--- src/rtl/osc_fail_pkg.sv ---
package osc_fail_pkg;

  // Strobes driven by the control toward the tick counter datapath.
  typedef struct packed {
    logic clearCnt;   // restart the tick count at zero
    logic countTick;  // one reference tick elapsed this cycle
  } oscStrobe_t;

endpackage

--- src/rtl/osc_fail_datapath.sv ---
module osc_fail_datapath
  import osc_fail_pkg::*;
#(
  parameter int unsigned LIMIT = 33,
  localparam int unsigned CNT_W = $clog2(LIMIT + 2)
) (
  input  logic       clk,
  input  logic       rstN,
  input  logic       xtalLevel,
  input  oscStrobe_t strb,
  output logic       xtalRise,
  output logic       overLimit
);

  localparam logic [CNT_W-1:0] CNT_TOP = CNT_W'(LIMIT + 1);

  logic             xtalQ;
  logic [CNT_W-1:0] tickCnt;

  always_ff @(posedge clk or negedge rstN) begin
    if (!rstN) xtalQ <= 1'b0;
    else       xtalQ <= xtalLevel;
  end

  assign xtalRise  = xtalLevel & ~xtalQ;
  assign overLimit = (tickCnt == CNT_TOP);

  // Saturating counter of reference ticks since the last crystal edge.
  always_ff @(posedge clk or negedge rstN) begin
    if (!rstN)                           tickCnt <= '0;
    else if (strb.clearCnt)              tickCnt <= '0;
    else if (strb.countTick && !overLimit) tickCnt <= tickCnt + 1'b1;
  end


  cnt_bound_chk: assert property (@(posedge clk) disable iff (!rstN)
    tickCnt <= CNT_TOP);


  cnt_idle_chk: assert property (@(posedge clk) disable iff (!rstN)
    (!strb.clearCnt && !strb.countTick) |=> $stable(tickCnt));


  cnt_restart_chk: assert property (@(posedge clk) disable iff (!rstN)
    strb.clearCnt |=> !overLimit);

endmodule

--- src/rtl/osc_fail_control.sv ---
module osc_fail_control
  import osc_fail_pkg::*;
(
  input  logic       clk,
  input  logic       rstN,
  input  logic       refTick,
  input  logic       detectEn,
  input  logic       stopMode,
  input  logic       ringOscActive,
  input  logic       flagClr,
  input  logic       xtalRise,
  input  logic       overLimit,
  output oscStrobe_t strb,
  output logic       sysResetReq,
  output logic       failFlag
);

  logic suppress;
  logic fire;

  // A deliberately stopped crystal is never treated as a failure.
  assign suppress = stopMode | ringOscActive;
  assign fire     = overLimit & detectEn & ~suppress;

  always_comb begin
    strb           = '0;
    strb.clearCnt  = xtalRise | suppress | fire;
    strb.countTick = refTick;
  end

  always_ff @(posedge clk or negedge rstN) begin
    if (!rstN) sysResetReq <= 1'b0;
    else       sysResetReq <= fire;
  end

  // Sticky cause flag: a new failure wins over a software clear.
  always_ff @(posedge clk or negedge rstN) begin
    if (!rstN)        failFlag <= 1'b0;
    else if (fire)    failFlag <= 1'b1;
    else if (flagClr) failFlag <= 1'b0;
  end


  pulse_single_chk: assert property (@(posedge clk) disable iff (!rstN)
    sysResetReq |=> !sysResetReq);


  en_gate_chk: assert property (@(posedge clk) disable iff (!rstN)
    !detectEn |=> !sysResetReq);


  stop_quiet_chk: assert property (@(posedge clk) disable iff (!rstN)
    stopMode |=> !sysResetReq);


  ring_quiet_chk: assert property (@(posedge clk) disable iff (!rstN)
    ringOscActive |=> !sysResetReq);


  flag_with_pulse_chk: assert property (@(posedge clk) disable iff (!rstN)
    sysResetReq |-> failFlag);


  flag_rise_chk: assert property (@(posedge clk) disable iff (!rstN)
    $rose(failFlag) |-> sysResetReq);


  flag_fall_chk: assert property (@(posedge clk) disable iff (!rstN)
    $fell(failFlag) |-> $past(flagClr));

endmodule

--- src/rtl/osc_fail_detector.sv ---
module osc_fail_detector
  import osc_fail_pkg::*;
#(
  parameter int unsigned REF_FREQ_HZ  = 1_000_000,
  parameter int unsigned FAIL_FREQ_HZ = 30_000
) (
  input  logic clk,
  input  logic rstN,
  input  logic refTick,
  input  logic xtalLevel,
  input  logic detectEn,
  input  logic stopMode,
  input  logic ringOscActive,
  input  logic flagClr,
  output logic sysResetReq,
  output logic failFlag
);

  localparam int unsigned TICK_LIMIT = REF_FREQ_HZ / FAIL_FREQ_HZ;

  oscStrobe_t strb;
  logic       xtalRise;
  logic       overLimit;

  osc_fail_datapath #(.LIMIT(TICK_LIMIT)) uDatapath (
    .clk       (clk),
    .rstN      (rstN),
    .xtalLevel (xtalLevel),
    .strb      (strb),
    .xtalRise  (xtalRise),
    .overLimit (overLimit)
  );

  osc_fail_control uControl (
    .clk           (clk),
    .rstN          (rstN),
    .refTick       (refTick),
    .detectEn      (detectEn),
    .stopMode      (stopMode),
    .ringOscActive (ringOscActive),
    .flagClr       (flagClr),
    .xtalRise      (xtalRise),
    .overLimit     (overLimit),
    .strb          (strb),
    .sysResetReq   (sysResetReq),
    .failFlag      (failFlag)
  );

endmodule

--- config.mk ---
export PLATFORM = sky130hd
export DESIGN_NAME = osc_fail_detector
export DESIGN_NICKNAME = d
export VERILOG_FILES = /design/src/rtl/osc_fail_pkg.sv /design/src/rtl/osc_fail_datapath.sv /design/src/rtl/osc_fail_control.sv /design/src/rtl/osc_fail_detector.sv
export SDC_FILE = /design/constraint.sdc
export NUM_CORES = 1
export LEC_CHECK = 0
export BUFFER_PORTS_ARGS = -buffer_cell sky130_fd_sc_hd__buf_2
export CAP_MARGIN = 25
export CORE_AREA = 2 2 39 41
export CTS_BUF_LIST = sky130_fd_sc_hd__clkbuf_4 sky130_fd_sc_hd__clkbuf_8
export DETAILED_ROUTE_END_ITERATION = 10
export DIE_AREA = 0 0 41 43
export HOLD_SLACK_MARGIN = 0.15
export PLACE_DENSITY = 0.65
export SETUP_SLACK_MARGIN = 0.15
export SLEW_MARGIN = 20
export SYNTH_ARGS = -nofsm -noshare
export SYNTH_HDL_FRONTEND = slang
export SYNTH_SLANG_ARGS = --single-unit
--- constraint.sdc ---
create_clock -name clk -period 1.8 [get_ports clk]
set_clock_uncertainty 0.15 [all_clocks]
set_input_delay 0.36 -clock clk [delete_from_list [all_inputs] [get_ports clk]]
set_output_delay 0.36 -clock clk [all_outputs]
set_load 0.01 [all_outputs]
==> results.tsv, run 1 <==
metric	value	unit
antenna_cells_inserted	0	
min_delay_path_depth	3	
netlist.top_cell.by_area	dfrtp_1	
final_design_area_no_fill	606	sq um
timing.setup.critical_path_class	register to register	
crit_path_max_incr_delay	410	ps
placement_rows	14	
worst_slew_margin_rel	0.704	
die_extent_in_x	41	microns
globalRoute.totalOverflow	0	
drt_first_pass_iters	3	
finalHoldViolations	0	
cts_tree	yes	
multiplexer_fraction_of_the_synthesized_cell_area	0	
max_freq	625	MHz
drt-wirelength-per-cell	10.8	microns
hold_end	uControl.failFlag	
initialDrtViolationCount	4	
synth_async_sr_flop_share	1.00	
outcome	completed	
place_hpwl	623	microns
fp.dieArea	1760	sq um
fin_worst_hold_slack	212	ps
post_synth_fa_ha_maj_area_fraction	0.0557	
flip_flop_and_latch_count_after_synthesis	9	
synth_cell_type_count	18	
core_area	1380	sq um
synth-main-ff-cell	dfrtp_1	
synth_most_common_cell	dfrtp_1	
postSynthNetCount	51	
timing.critical_path.slowest_stage_cell	dfrtp_1	
hold_class	input pin to register	
routed-via-count	350	
path_clk_slew	60	ps
remaining_drc_errors	0	
rr_worst_depth	5	
synthTopCellsByArea	dfrtp_1 50%, ha_1 5.6%, nor4b_4 5.3%	
antenna_nets_post_route	0	
combinational_family_with_the_most_area_after_synthesis	simple AND/OR/NAND/NOR gates	
xor_xnor_portion_of_the_synthesized_cell_area	0.0585	
syn-mean-instance-area	11.0	sq um
power.static_leakage	0.299	nW
synthesis.area	449	sq um
layout.nets	71	
synth_top_area_frac	0.501	
fraction_of_the_mapped_netlist_area_in_compound_gates	0.117	
finalWorstPathRequiredPeriod	1600	ps
worstPathMaxFanout	4	
grt_start_max_net_pins	10	
critical_path.reg2reg.startpoint	uDatapath.tickCnt[1]	
finalCoreUtilization	0.438	
area_growth_syn_to_layout	34.8	%
arrival_time_of_the_worst_setup_path	1600	ps
synth-simple-area-share	0.242	
die_h	43	microns
cts-buffers-inserted	3	
cell_chain_critical_path	ha_1 > nor4b_4 > a21bo_2 > and3_1 > o21a_1	
io_pins	10	
hold_path_startpoint	flagClr	
final-max-slew-violation-count	0	
detail_route.vias_per_cell	4.61	
worst-slew-pin-transition	441	ps
r2r_slack	200	ps
wire_length_of_the_first_global_routing_pass	1.35	mm
timing.final.setup_violations	0	
vias_in_the_first_global_route	351	
peak_supply_drop	394	uV
clock_tree_root_driver_cell	clkbuf_4	
clkLatencyLatePin	250	ps
fin_crit_sh	0.889	
yosysWarningCount	0	
ctsHtreeMaxLevel	1	
wl	821	microns
timing.rr.end	uDatapath.tickCnt[0]	
synth_top_cells_by_count	9 x dfrtp_1, 6 x nor2_1, 3 x inv_1, 3 x nand2_1	
setup_tns_final	0	ps
grt_antenna_before_repair	0	
drv_cap	0	
gpl.final_weighted_congestion	0.695	
rsz0062_at_grt	true	
cp_data_required_time	1800	ps
grt_usage	0.116	
crit_path_end_kind	register	
synth_sequential_area_ratio	0.501	
share_of_post_route_cells_with_drive_strength_above_1	0.317	
report.power.total	0.406	mW
effective_utilization_at_floorplan	0.325	
clock-sinks	9	
number_of_enable_flip_flop_cells_after_synthesis	0	
p_per_area	670	nW/um^2
syn-instance-count	41	
cts-root-to-sink-buffers	2	
numPortBuffers	9	
dpl-instance-area	514	sq um
timing.critical_path.from_type	register	
==> layout by cell type (no fill, tap or decap) <==
cell type,instances
buf_2,9
dfrtp_1,9
nor2_1,6
clkbuf_4,4
dlygate4sd3_1,4
inv_1,3
nand2_1,3
and3_1,2
a211oi_1,2
o21a_1,2
nand4_1,2
xor2_1,2
ha_1,2
buf_4,2
nor4b_4,1
nand3_2,1
nor3_4,1
a21o_1,1
a21bo_2,1
a21oi_1,1
nor2b_1,1
xnor2_1,1
==> registers in the layout, indices dropped and copies added (netlist names) <==
name / cells
uDatapath.xtalQ: 1
uDatapath.tickCnt: 6
uControl.sysResetReq: 1
uControl.failFlag: 1
==> report_power, final <==
part           switching (mW)  total [mW]  internal, mW
Sequential           0.000957       0.205         0.204
Combinational          0.0154      0.0326        0.0172
Clock                  0.0674       0.168         0.100
==> final cells by class <==
class	count	area, sq um
multi-input cells	29	219
flip-flops and latches	9	225
repair buffers	15	100
well taps	16	20.0
clock buffers	4	30.0
fillers	141	778
inverters	3	11.3
==> through the flow <==
| step | std cells | setup WS, ps |
|---|---|---|
| after floorplan | 41 | 239 |
| after global placement | 66 | 180 |
| after detailed placement | 66 | 137 |
| after CTS | 76 | 193 |
| after global routing | 76 | 140 |
| final | 76 | 199 |
==> worst max-delay path by stage <==
stage / start / endpoint / slack, ps / cells after the start
6_report: uDatapath.tickCnt[1] / uDatapath.tickCnt[0] / 200 / 5
4_1_cts: uDatapath.tickCnt[1] / uDatapath.tickCnt[0] / 190 / 5
5_1_grt: uDatapath.tickCnt[0] / uDatapath.tickCnt[0] / 140 / 6
2_1_floorplan: uDatapath.tickCnt[0] / uDatapath.tickCnt[0] / 240 / 6
3_3_place_gp: uDatapath.tickCnt[0] / uDatapath.tickCnt[0] / 180 / 6
3_5_place_dp: uDatapath.tickCnt[0] / uDatapath.tickCnt[0] / 140 / 6
==> critical path: cells and delay by family (launching register included) <==
family / cells / cell delay (ps)
AO/OA/AOI/OAI: 2 / 420
flip-flops: 1 / 410
AND/OR/NAND/NOR: 2 / 320
adder cells (fa/ha/maj): 1 / 200
==> cell families (layout without fill, tap and decap cells) <==
kind of cell             after synthesis  in the layout
AO/OA/AOI/OAI                          7              7
XOR/XNOR                               3              3
adder cells (fa/ha/maj)                2              2
buffers and inverters                  3             22
flip-flops                             9              9
AND/OR/NAND/NOR                       17             17
==> repair_timing <==
item | CTS | global route
hold buffers | 4 | 0
resized for setup | 0 | 1
buffers inserted | 2 | 0
pin swaps | 1 | 1
endpoints found under the hold margin | 11 | 0
setup endpoints to repair | 2 | 3
==> per-layer routing <==
layer | part of all wire | vias to the layer above | track usage
met5 | 0 | - | 0
li1 | - | 178 | -
met4 | 0 | 0 | 0.100
met3 | 0.034 | 0 | 0.0209
met1 | 0.42 | 165 | 0.127
met2 | 0.55 | 7 | 0.178
Note: power is estimated with default switching activity, not from simulation.
==> run 2: changes to the inputs <==
--- a/config.mk
+++ b/config.mk
@@ -7,14 +7,17 @@
 export LEC_CHECK = 0
 export BUFFER_PORTS_ARGS = -buffer_cell sky130_fd_sc_hd__buf_2
 export CAP_MARGIN = 25
-export CORE_AREA = 2 2 39 41
+export CELL_PAD_IN_SITES_DETAIL_PLACEMENT = 2
+export CELL_PAD_IN_SITES_GLOBAL_PLACEMENT = 2
+export CORE_AREA = 2 2 40 42
 export CTS_BUF_LIST = sky130_fd_sc_hd__clkbuf_4 sky130_fd_sc_hd__clkbuf_8
 export DETAILED_ROUTE_END_ITERATION = 10
-export DIE_AREA = 0 0 41 43
+export DIE_AREA = 0 0 42 44
 export HOLD_SLACK_MARGIN = 0.15
-export PLACE_DENSITY = 0.65
+export PLACE_DENSITY_LB_ADDON = 0.08
 export SETUP_SLACK_MARGIN = 0.15
 export SLEW_MARGIN = 20
 export SYNTH_ARGS = -nofsm -noshare
 export SYNTH_HDL_FRONTEND = slang
 export SYNTH_SLANG_ARGS = --single-unit
+export TNS_END_PERCENT = 50
==> run 2 against run 1 <==
Effect of this change:
- global-route usage is 4.6 points higher
- routed wire length rose by 46%
- largest power group unchanged
- clock power hardly changed
- first-iteration DRC count decreased by 100%
- combinational power rose by 15%
- sequential share of layout area down 1.5 points
- sequential cell count is the same
==> results.tsv, run 2 (synthesized netlist as in run 1, its figures left out) <==
metric	value	unit
hold_class	input pin to register	
fp.dieArea	1850	sq um
cts_tree	yes	
antenna_cells_inserted	0	
hold_path_startpoint	flagClr	
rsz0062_at_grt	true	
place_hpwl	868	microns
final-max-slew-violation-count	0	
placement_rows	14	
cts-buffers-inserted	3	
max_freq	609	MHz
ctsHtreeMaxLevel	1	
path_clk_slew	60	ps
wire_length_of_the_first_global_routing_pass	2.10	mm
die_extent_in_x	42	microns
cts-root-to-sink-buffers	2	
crit_path_max_incr_delay	540	ps
vias_in_the_first_global_route	438	
min_delay_path_depth	3	
initialDrtViolationCount	0	
core_area	1420	sq um
io_pins	10	
remaining_drc_errors	0	
antenna_nets_post_route	0	
pre_cts_ws	69.5	ps
area_growth_syn_to_layout	40.7	%
rr_worst_depth	6	
wl	1.20	mm
timing.critical_path.slowest_stage_cell	dlygate4sd3_1	
p_per_area	648	nW/um^2
drv_cap	0	
timing.final.setup_violations	0	
layout.cells.most_common_list	9 x buf_2, 9 x dfrtp_1, 6 x nor2_1	
share_of_post_route_cells_with_drive_strength_above_1	0.371	
r2r_slack	180	ps
setup_tns_final	0	ps
detail_route.vias_per_cell	4.94	
postLayoutSetupSlackWorst	158	ps
outcome	completed	
timing.setup.critical_path_class	input pin to register	
cpLargestDelayFamily	buffers and inverters	
regMostFlops	uDatapath.tickCnt	
clock-sinks	9	
peak_supply_drop	444	uV
fin_crit_sh	0.912	
layout.nets	73	
power.static_leakage	0.308	nW
drt_first_pass_iters	1	
finalWorstPathRequiredPeriod	1640	ps
grt_usage	0.161	
die_h	44	microns
drt-wirelength-per-cell	15.4	microns
timing.rr.end	uDatapath.tickCnt[1]	
grt_start_max_net_pins	10	
globalRoute.totalOverflow	0	
clock_tree_root_driver_cell	clkbuf_4	
flip_flop_count_of_the_largest_register_after_layout	6	
cp_data_required_time	1830	ps
crit_path_end_kind	register	
worst-slew-pin-transition	296	ps
numPortBuffers	9	
worst_slew_margin_rel	0.801	
critical_path.n_buffers_inverters	3	
cell_chain_critical_path	dlygate4sd3_1 > buf_2 > a211oi_1 > buf_4 > nor2b_1	
gpl.final_weighted_congestion	0.697	
timing.critical_path.from_type	input pin	
clkLatencyLatePin	250	ps
grt_antenna_before_repair	0	
effective_utilization_at_floorplan	0.317	
routed-via-count	385	
hold_end	uControl.failFlag	
critical_path.reg2reg.startpoint	uDatapath.tickCnt[0]	
finalHoldViolations	0	
arrival_time_of_the_worst_setup_path	1670	ps
worstPathMaxFanout	3	
## run 2: layout make-up
class / instances / area [sq um]
clock buffers: 4 / 30.0
fillers: 160 / 787
inverters: 3 / 11.3
multi-input cells: 29 / 226
flip-flops and latches: 9 / 225
well taps: 16 / 20.0
repair buffers: 17 / 119
## run 2: power by group
group	leakage [nW]	internal (mW)	switching, mW	total (mW)
Sequential	0.123	0.205	0.000902	0.205
Clock	0.0184	0.100	0.0666	0.167
Combinational	0.166	0.0194	0.0181	0.0375
Total	0.308	0.324	0.0855	0.410
## run 2: worst min-delay path, cell delays in order
cell and delay [ps]:
buf_2 90, inv_1 40, a21o_1 100
## run 2: metrics by stage
step / hold slack (ps) / power [mW] / util / instance area (sq um) / std cells
6_report: 230 / 0.410 / 0.445 / 632 / 78
5_1_grt: 246 / 0.440 / 0.445 / 632 / 78
4_1_cts: 219 / 0.419 / 0.433 / 614 / 78
3_5_place_dp: 77.3 / 0.237 / 0.368 / 522 / 67
3_3_place_gp: 67.5 / 0.234 / 0.368 / 522 / 67
2_1_floorplan: -85.6 / 0.218 / - / 449 / 41
## run 2: timing repair
| action | in CTS | in global routing |
|---|---|---|
| pin swaps | 1 | 3 |
| endpoints found under the hold margin | 11 | 0 |
| buffers inserted | 3 | 0 |
| setup endpoints to repair | 2 | 8 |
| gates resized for setup | 0 | 4 |
| hold buffers | 4 | 0 |
## run 2: worst max path at each step
stage                              start              endpoint  slack (ps)  depth (start not counted)
floorplan           uDatapath.tickCnt[0]  uDatapath.tickCnt[0]         240                          6
global placement    uDatapath.tickCnt[0]  uDatapath.tickCnt[0]         160                          6
detailed placement  uDatapath.tickCnt[0]  uDatapath.tickCnt[0]          70                          6
CTS                 uDatapath.tickCnt[0]  uDatapath.tickCnt[0]         170                          6
global route        uDatapath.tickCnt[0]     uControl.failFlag          60                          7
finish                         xtalLevel  uDatapath.tickCnt[2]         160                          5
## run 2: metal layers
metal,global-route usage,share of wire
met1,0.174,0.38
met2,0.306,0.58
met5,0,0
met3,0.0375,0.031
met4,0.0581,0.0083
